$ cat src/rtl/xc_pkg.sv
package xc_pkg;

    typedef enum logic [2:0] {
        ST_IDLE,
        ST_ARMED,
        ST_PTR_HI,
        ST_PTR_LO,
        ST_READ,
        ST_WRITE,
        ST_SINGLE
    } xc_state_e;

    localparam logic [1:0] SZ_BYTE  = 2'd0;
    localparam logic [1:0] SZ_HALF  = 2'd1;
    localparam logic [1:0] SZ_WORD  = 2'd2;
    localparam logic [1:0] SZ_BURST = 2'd3;

    localparam logic [1:0] AM_DIRECT   = 2'd0;
    localparam logic [1:0] AM_INDIRECT = 2'd1;
    localparam logic [1:0] AM_SINGLE   = 2'd2;

    localparam logic [1:0] AD_FIXED = 2'd0;
    localparam logic [1:0] AD_INC   = 2'd1;
    localparam logic [1:0] AD_DEC   = 2'd2;

endpackage

$ cat src/rtl/xc_fsm.sv
module xc_fsm
    import xc_pkg::*;
#(
    parameter int BEATS = 4,
    parameter int BW    = $clog2(BEATS)
) (
    input  logic            clk,
    input  logic            rst_n,
    input  logic            load,
    input  logic            req,
    input  logic            rdy,
    input  logic            last_unit,
    input  logic [1:0]      size,
    input  logic [1:0]      amode,
    output xc_state_e       state,
    output logic [BW-1:0]   beat,
    output logic            busy,
    output logic            unit_done,
    output logic            cap_hi,
    output logic            cap_lo,
    output logic            cap_data
);

    xc_state_e     nxt;
    xc_state_e     first_st;
    logic [BW-1:0] beat_nxt;
    logic          last_beat;

    always_comb begin
        last_beat = (size == SZ_BURST) ? (beat == BW'(BEATS - 1)) : 1'b1;
        if (amode == AM_INDIRECT)
            first_st = ST_PTR_HI;
        else if (amode == AM_SINGLE)
            first_st = ST_SINGLE;
        else
            first_st = ST_READ;
    end

    // state register
    always_ff @(posedge clk or negedge rst_n) begin
        if (!rst_n) begin
            state <= ST_IDLE;
            beat  <= '0;
        end else begin
            state <= nxt;
            beat  <= beat_nxt;
        end
    end

    // next state
    always_comb begin
        nxt      = state;
        beat_nxt = beat;
        unique case (state)
            ST_IDLE:   if (load) nxt = ST_ARMED;
            ST_ARMED:  if (req && !load) nxt = first_st;
            ST_PTR_HI: if (rdy) nxt = ST_PTR_LO;
            ST_PTR_LO: if (rdy) nxt = ST_READ;
            ST_READ: begin
                if (rdy) begin
                    if (last_beat) begin
                        nxt      = ST_WRITE;
                        beat_nxt = '0;
                    end else begin
                        beat_nxt = beat + BW'(1);
                    end
                end
            end
            ST_WRITE, ST_SINGLE: begin
                if (rdy) begin
                    if (last_beat) begin
                        beat_nxt = '0;
                        if (last_unit)
                            nxt = ST_IDLE;
                        else if (req)
                            nxt = first_st;
                        else
                            nxt = ST_ARMED;
                    end else begin
                        beat_nxt = beat + BW'(1);
                    end
                end
            end
            default: nxt = ST_IDLE;
        endcase
    end

    // outputs
    always_comb begin
        busy      = (state != ST_IDLE) && (state != ST_ARMED);
        unit_done = rdy && last_beat && ((state == ST_WRITE) || (state == ST_SINGLE));
        cap_hi    = rdy && (state == ST_PTR_HI);
        cap_lo    = rdy && (state == ST_PTR_LO);
        cap_data  = rdy && (state == ST_READ);
    end

endmodule

$ cat src/rtl/xc_count.sv
module xc_count #(
    parameter int CW = 24
) (
    input  logic          clk,
    input  logic          rst_n,
    input  logic          load,
    input  logic [CW-1:0] ld_cnt,
    input  logic          unit_done,
    output logic          last_unit,
    output logic          done
);

    logic [CW:0] rem;

    always_ff @(posedge clk or negedge rst_n) begin
        if (!rst_n) begin
            rem  <= '0;
            done <= 1'b0;
        end else if (load) begin
            rem  <= (ld_cnt == '0) ? {1'b1, {CW{1'b0}}} : {1'b0, ld_cnt};
            done <= 1'b0;
        end else if (unit_done) begin
            rem <= rem - (CW+1)'(1);
            if (rem == (CW+1)'(1))
                done <= 1'b1;
        end
    end

    assign last_unit = (rem == (CW+1)'(1));

endmodule

$ cat src/rtl/xc_addr.sv
module xc_addr
    import xc_pkg::*;
#(
    parameter int AW     = 32,
    parameter int RELOAD = 4,
    parameter int RW     = $clog2(RELOAD)
) (
    input  logic          clk,
    input  logic          rst_n,
    input  logic          load,
    input  logic [AW-1:0] ld_src,
    input  logic [AW-1:0] ld_dst,
    input  logic [1:0]    smode,
    input  logic [1:0]    dmode,
    input  logic [4:0]    sstep,
    input  logic [4:0]    dstep,
    input  logic          reload_en,
    input  logic          unit_done,
    output logic [AW-1:0] src,
    output logic [AW-1:0] dst
);

    logic [AW-1:0] start_q;
    logic [RW-1:0] rl_cnt;

    function automatic logic [AW-1:0] adv(input logic [AW-1:0] a,
                                          input logic [1:0] mode,
                                          input logic [4:0] step);
        case (mode)
            AD_INC:  return a + AW'(step);
            AD_DEC:  return a - AW'(step);
            default: return a;
        endcase
    endfunction

    always_ff @(posedge clk or negedge rst_n) begin
        if (!rst_n) begin
            start_q <= '0;
            src     <= '0;
            dst     <= '0;
            rl_cnt  <= '0;
        end else if (load) begin
            start_q <= ld_src;
            src     <= ld_src;
            dst     <= ld_dst;
            rl_cnt  <= '0;
        end else if (unit_done) begin
            rl_cnt <= rl_cnt + RW'(1);
            if (reload_en && (rl_cnt == RW'(RELOAD - 1)))
                src <= start_q;
            else
                src <= adv(src, smode, sstep);
            dst <= adv(dst, dmode, dstep);
        end
    end

endmodule

$ cat src/rtl/xc_chan.sv
module xc_chan
    import xc_pkg::*;
#(
    parameter int AW    = 32,
    parameter int DW    = 32,
    parameter int CW    = 24,
    parameter int BEATS = 4
) (
    input  logic          clk,
    input  logic          rst_n,
    input  logic          cfg_load,
    input  logic [AW-1:0] cfg_src,
    input  logic [AW-1:0] cfg_dst,
    input  logic [CW-1:0] cfg_count,
    input  logic [1:0]    cfg_size,
    input  logic [1:0]    cfg_amode,
    input  logic [1:0]    cfg_src_mode,
    input  logic [1:0]    cfg_dst_mode,
    input  logic          cfg_reload,
    input  logic          cfg_req_sel,
    input  logic          cfg_to_periph,
    input  logic          ext_req,
    input  logic          per_req,
    output logic          bus_ack,
    output logic          bus_req,
    output logic          bus_we,
    output logic [1:0]    bus_size,
    output logic [AW-1:0] bus_addr,
    output logic [DW-1:0] bus_wdata,
    input  logic [DW-1:0] bus_rdata,
    input  logic          bus_rdy,
    output logic          done
);

    localparam int BW = $clog2(BEATS);
    localparam int HW = AW / 2;

    xc_state_e     state;
    logic [BW-1:0] beat;
    logic          busy, unit_done, cap_hi, cap_lo, cap_data;
    logic          last_unit, load_ok, req;
    logic [1:0]    size_q, amode_q, smode_q, dmode_q;
    logic          reload_q, rsel_q, dir_q;
    logic [AW-1:0] src, dst, ptr_q, boff;
    logic [4:0]    ub, sstep;
    logic [DW-1:0] buf_q [BEATS];

    assign load_ok = cfg_load && !busy;
    assign req     = rsel_q ? per_req : ext_req;

    always_ff @(posedge clk or negedge rst_n) begin
        if (!rst_n) begin
            size_q   <= SZ_BYTE;
            amode_q  <= AM_DIRECT;
            smode_q  <= AD_FIXED;
            dmode_q  <= AD_FIXED;
            reload_q <= 1'b0;
            rsel_q   <= 1'b0;
            dir_q    <= 1'b0;
        end else if (load_ok) begin
            size_q   <= cfg_size;
            amode_q  <= cfg_amode;
            smode_q  <= cfg_src_mode;
            dmode_q  <= cfg_dst_mode;
            reload_q <= cfg_reload;
            rsel_q   <= cfg_req_sel;
            dir_q    <= cfg_to_periph;
        end
    end

    always_comb begin
        case (size_q)
            SZ_BYTE: ub = 5'd1;
            SZ_HALF: ub = 5'd2;
            SZ_WORD: ub = 5'd4;
            default: ub = 5'd16;
        endcase
        sstep = (amode_q == AM_INDIRECT) ? 5'd4 : ub;
    end

    xc_fsm #(.BEATS(BEATS), .BW(BW)) u_fsm (
        .clk       (clk),
        .rst_n     (rst_n),
        .load      (load_ok),
        .req       (req),
        .rdy       (bus_rdy),
        .last_unit (last_unit),
        .size      (size_q),
        .amode     (amode_q),
        .state     (state),
        .beat      (beat),
        .busy      (busy),
        .unit_done (unit_done),
        .cap_hi    (cap_hi),
        .cap_lo    (cap_lo),
        .cap_data  (cap_data)
    );

    xc_count #(.CW(CW)) u_cnt (
        .clk       (clk),
        .rst_n     (rst_n),
        .load      (load_ok),
        .ld_cnt    (cfg_count),
        .unit_done (unit_done),
        .last_unit (last_unit),
        .done      (done)
    );

    xc_addr #(.AW(AW), .RELOAD(4)) u_addr (
        .clk       (clk),
        .rst_n     (rst_n),
        .load      (load_ok),
        .ld_src    (cfg_src),
        .ld_dst    (cfg_dst),
        .smode     (smode_q),
        .dmode     (dmode_q),
        .sstep     (sstep),
        .dstep     (ub),
        .reload_en (reload_q),
        .unit_done (unit_done),
        .src       (src),
        .dst       (dst)
    );

    // pointer halves for indirect fetch
    always_ff @(posedge clk or negedge rst_n) begin
        if (!rst_n)
            ptr_q <= '0;
        else if (cap_hi)
            ptr_q[AW-1:HW] <= bus_rdata[HW-1:0];
        else if (cap_lo)
            ptr_q[HW-1:0] <= bus_rdata[HW-1:0];
    end

    // burst buffer, one word per beat
    for (genvar g = 0; g < BEATS; g++) begin : g_buf
        always_ff @(posedge clk or negedge rst_n) begin
            if (!rst_n)
                buf_q[g] <= '0;
            else if (cap_data && (beat == BW'(g)))
                buf_q[g] <= bus_rdata;
        end
    end

    assign boff = AW'(beat) << 2;

    always_comb begin
        bus_req   = busy;
        bus_we    = 1'b0;
        bus_ack   = 1'b0;
        bus_addr  = '0;
        bus_wdata = '0;
        bus_size  = (size_q == SZ_BURST) ? SZ_WORD : size_q;
        unique case (state)
            ST_PTR_HI: begin
                bus_addr = src;
                bus_size = SZ_HALF;
            end
            ST_PTR_LO: begin
                bus_addr = src + AW'(2);
                bus_size = SZ_HALF;
            end
            ST_READ:   bus_addr = ((amode_q == AM_INDIRECT) ? ptr_q : src) + boff;
            ST_WRITE: begin
                bus_we    = 1'b1;
                bus_addr  = dst + boff;
                bus_wdata = buf_q[beat];
            end
            ST_SINGLE: begin
                bus_ack  = 1'b1;
                bus_we   = !dir_q;
                bus_addr = (dir_q ? src : dst) + boff;
            end
            default: bus_size = SZ_BYTE;
        endcase
    end

endmodule

$ cat config.mk
export PLATFORM = sky130hd
export DESIGN_NAME = xc_chan
export DESIGN_NICKNAME = d
export VERILOG_FILES = /design/src/rtl/xc_pkg.sv /design/src/rtl/xc_fsm.sv /design/src/rtl/xc_count.sv /design/src/rtl/xc_addr.sv /design/src/rtl/xc_chan.sv
export SDC_FILE = /design/constraint.sdc
export NUM_CORES = 1
export LEC_CHECK = 0
export ABC_AREA = 1
export BUFFER_PORTS_ARGS = -buffer_cell sky130_fd_sc_hd__clkbuf_2
export CAP_MARGIN = 20
export CORE_MARGIN = 1.5
export CORE_UTILIZATION = 50
export CTS_BUF_LIST = sky130_fd_sc_hd__clkbuf_8
export DETAILED_ROUTE_END_ITERATION = 10
export PLACE_DENSITY = 0.67
export SLEW_MARGIN = 20
export SYNTH_ARGS = -nofsm -noshare
export SYNTH_HDL_FRONTEND = slang
export SYNTH_SLANG_ARGS = --single-unit
$ cat constraint.sdc
create_clock -name clk -period 8.55 [get_ports clk]
set_input_delay 2.565 -clock clk [delete_from_list [all_inputs] [get_ports clk]]
set_output_delay 2.565 -clock clk [all_outputs]
set_load 0.02 [all_outputs]
==> results list <==
- Outcome: finished clean
* Antenna violations before repair: 2
- The netlist uses just over 50 different library cells.
* Routed wire length: 80800 um
- Post-layout min period: 7.38 ns
- Of the post-synthesis cell area, the part taken by muxes is 0.
* Number of placement rows: 76
* Setup TNS: 0 ns
- After detailed routing, the average wire length per cell comes to just under 20 um.
- After the first detailed-routing iteration, the DRC count stood at 2350.
* Top flip-flop cell by instance count after synthesis: sky130_fd_sc_hd__dfrtp_1
- Setup repair after global routing left no endpoint under its margin.
- In the final design database the tool counted ~3700 nets.
- For this configuration, the core starts out at a cell density of 0.507.
* Flip-flop and latch count after synthesis: 300
- Number of max-slew violations in the final report: 0
- Synthesized-area fraction occupied by and/or/nand/nor cells: 0.333
* CP arrival: 4.81 ns
- Count of non-filler cells in the finished layout: about 4200
* Mean cell area of the mapped netlist: around 6.5 um2
- The most critical setup path has its startpoint at dir_q.
- Post-synthesis instance area: ~22000 um2
* Wire length of the first global-routing pass: between 100000 and 150000 um
- Top routing layer in use: met4
* Combinational family with the most area after synthesis: simple AND/OR/NAND/NOR gates
- Standard cell core area: ~43000 um2
- Final routed DRC violation total: 0
- Across the run, the number of max-cap violations was 0.
* Fraction of synthesized cell area taken by the top area cell type: 0.343
* Leakage Power: approximately 13 nW
- In this run the post-CTS setup repair buffer count came out at 0.
* Count of mapped cells out of synthesis: ~3400
* Gp weighted congestion: about 1.0
- The via count of the first global-routing pass is roughly 22000.
* Count of pins on the block boundary: between 200 and 250
- TritonCTS built the clock tree.
- Number of enable-type register cells in the synthesized netlist: 0
- Of the cells placed in the final design, the portion with a size suffix greater than 1 is 0.0993.
- Xor/xnor cell area share of the yosys netlist: 0.0116
- Commonest cells in the synthesized netlist: 901 x sky130_fd_sc_hd__nand2_1, 482 x sky130_fd_sc_hd__nor2_1, 426 x sky130_fd_sc_hd__o21ai_0
- Area growth from synthesis to layout: 11.6%
- Counting flops with an async set or reset pin after synthesis yields a share of 1.00.
- Fill cell total of the finished layout: roughly 4400
- Hold buffer count at CTS: 0
- In this run the worst path has a maximum fanout of 31.
* Count of warnings emitted by yosys: 0
- Routed metal-1 wire length: around 35000 um
- Detailed routing placed a total of 36400 um of wire on met2.
* Overall global routing resource usage: 0.357
- Worst hold stages: 2
- Via density per instance: ~5.7
- Biggest area consumer among synthesized cells: sky130_fd_sc_hd__dfrtp_1
- Once the clock tree was built, the resizer swapped 0 gates to a different size.
* Worst EP required: roughly 6 ns
* Compound-Gate Fraction of Synth Area: 0.179
* Crit end category: output port
- Sequential-to-total area share from yosys stat: 0.343
- Rel. slew slack: 0.286
- Across the VDD grid, the largest voltage drop is about 250 uV.
- The worst register-to-register path begins at u_fsm.state[2].
* Clock root cell: sky130_fd_sc_hd__clkbuf_8
- Total via count after detailed routing: approximately 24000
- Count of final setup violators: 0
* Net count after synthesis: roughly 3600
- The clock passes through at most 3 buffers.
* Type of origin of the critical path: flop
- Overflow left after global routing: 0
* Critical Path End: bus_addr[13]
- The first detailed-routing pass took 7 iterations.
- The HPWL after detailed placement is 59900 um.
* Share of the clock period used by the worst path: 0.863
* H-Tree Level Count: 2
- The number of hold-slack violations in the final timing report is 0.
* Largest cells by area after synthesis: sky130_fd_sc_hd__dfrtp_1 34%, sky130_fd_sc_hd__nand2_1 15%, sky130_fd_sc_hd__o21ai_0 9.7%
- In this run the critical register-to-register path is captured at u_addr.src[13].
- Maximum number of pins on one net before global-route repair: ~140
- Clock-pin slew was measured on the worst setup and hold paths at approximately 0.060 ns.
- Reg2reg setup slack: roughly 3.7 ns
* Most used standard cell by instance count after synthesis: sky130_fd_sc_hd__nand2_1
- At the pin with the least slew margin, the transition time is between 1 and 1.5 ns.
- Adder-Cell Fraction of Synth Area: 0.0456
- Measured along the x axis, the die boundary spans 212 um.
* Insertion delay of the later-clocked pin in the worst-skew pair: about 0.67 ns
- Sinks on Clock Net: 300
- In this run, placement finished with an instance count of ~4100.
* Routed length on met3: just over 6000 um
- Die Outline Area: 45000 um2
* Worst clock skew: ~0.028 ns
- Clock buffers created by TritonCTS: 54
- Number of routed nets with antenna violations: 0
- The path class of the tightest hold or removal check is reg2reg.
- Measured in cells, the most critical reg-to-reg path has a length of 12.
- Fmax achieved: 136 MHz
- Hold is met by between 0.4 and 0.5 ns.
- The critical path in this run is classified as reg2out.
- I/O Buffers: 206
- Vert. Die Dim: approximately 210 um
- Power density over the cells: 445 nW/um2
-- layout by cell type, fill, tap and decap left out, types with 5 or more instances in the layout --
cell and instances:
sky130_fd_sc_hd__a21o_1 15, sky130_fd_sc_hd__a21oi_1 171, sky130_fd_sc_hd__a22oi_1 10, sky130_fd_sc_hd__a32oi_1 5, sky130_fd_sc_hd__buf_4 26, sky130_fd_sc_hd__clkbuf_2 205, sky130_fd_sc_hd__clkbuf_8 66, sky130_fd_sc_hd__dfrtp_1 299
sky130_fd_sc_hd__ha_1 75, sky130_fd_sc_hd__inv_1 362, sky130_fd_sc_hd__inv_2 5, sky130_fd_sc_hd__nand2_1 900, sky130_fd_sc_hd__nand2_2 6, sky130_fd_sc_hd__nand3_1 215, sky130_fd_sc_hd__nand3b_1 6, sky130_fd_sc_hd__nand4_1 78
sky130_fd_sc_hd__nor2_1 480, sky130_fd_sc_hd__nor2_2 10, sky130_fd_sc_hd__nor3_1 22, sky130_fd_sc_hd__nor4_1 17, sky130_fd_sc_hd__o211ai_1 23, sky130_fd_sc_hd__o21ai_0 426, sky130_fd_sc_hd__o21bai_1 12, sky130_fd_sc_hd__o221ai_1 16
sky130_fd_sc_hd__o22ai_1 19, sky130_fd_sc_hd__or2_2 9, sky130_fd_sc_hd__xnor2_1 8, sky130_fd_sc_hd__xor2_1 21
-- registers in the layout, indices dropped and copies added, names as in the netlist, 3 cells and up --
name            count
u_fsm.state         3
u_cnt.rem          25
u_addr.dst         32
u_addr.start_q     32
ptr_q              32
u_addr.src         32
buf_q             128
-- cells by family after synthesis --
| logic type | after synthesis |
|---|---|
| AOI/OAI and AO/OA | 721 |
| buffers and inverters | 494 |
| xor gates and xnor gates | 29 |
| adders and majority gates | 78 |
| DFF | 300 |
| and+or+nand+nor | 1755 |
-- critical path: stages, from the launching register on --
cell and delay, ns:
sky130_fd_sc_hd__dfrtp_1 1.04, sky130_fd_sc_hd__clkinv_1 1.01, sky130_fd_sc_hd__nand2_1 0.25, sky130_fd_sc_hd__nand2_1 0.07, sky130_fd_sc_hd__nor2_1 0.14, sky130_fd_sc_hd__nor2_1 0.07, sky130_fd_sc_hd__nor2_1 0.14, sky130_fd_sc_hd__nand2_1 0.11
sky130_fd_sc_hd__inv_1 0.10, sky130_fd_sc_hd__nand2_1 0.09, sky130_fd_sc_hd__nor2_2 0.32, sky130_fd_sc_hd__xor2_1 0.12, sky130_fd_sc_hd__o21ai_0 0.43, sky130_fd_sc_hd__clkbuf_2 0.26
-- how the worst min path moves through the flow --
stage	start	end	slack, ns
after floorplan	u_addr.start_q[13]	u_addr.start_q[13]	0.44
after global placement	u_addr.start_q[13]	u_addr.start_q[13]	0.46
after detailed placement	u_addr.start_q[4]	u_addr.start_q[4]	0.46
after CTS	u_addr.start_q[13]	u_addr.start_q[13]	0.48
after global routing	buf_q[71]	buf_q[71]	0.49
final	buf_q[92]	buf_q[92]	0.48
-- per-stage QoR --
step           area (um2)   util  setup slack (ns)  total power [mW]
2_1_floorplan       21900      -              3.01              7.14
3_3_place_gp        23300  0.539              1.97              9.13
3_5_place_dp        23300  0.539              1.93              9.23
4_1_cts             24400  0.566              1.22              10.7
5_1_grt             24400  0.566             0.828              11.8
6_report            24400  0.566              1.17              10.9
-- layer usage --
layer | GRT usage | vias to the layer above
met3 | 0.0517 | 172
met4 | 0.148 | 0
met2 | 0.566 | 1012
li1 | - | 11400
met1 | 0.489 | 11200
met5 | 0 | -
-- cell type report --
class | instances | area, um2 | area share
Timing Repair Buffer | 233 | 1260 | 0.0514
Clock inverter | 30 | 220 | 0.00902
Tap cell | 585 | 732 | 0.0300
Inverter | 352 | 1330 | 0.0543
Multi-Input combinational cell | 2583 | 12500 | 0.511
Antenna cell | 1 | 2.50 | 0.000102
Sequential cell | 300 | 7510 | 0.307
Clock buffer | 66 | 908 | 0.0372
-- power breakdown --
part	switching (mW)	leakage, nW	internal, mW
Sequential	0.597	3.83	1.98
Clock	0.655	0.647	0.788
Combinational	4.76	8.06	2.08
Total	6.01	12.5	4.85
No activity file was read; power rests on OpenSTA's default activity.
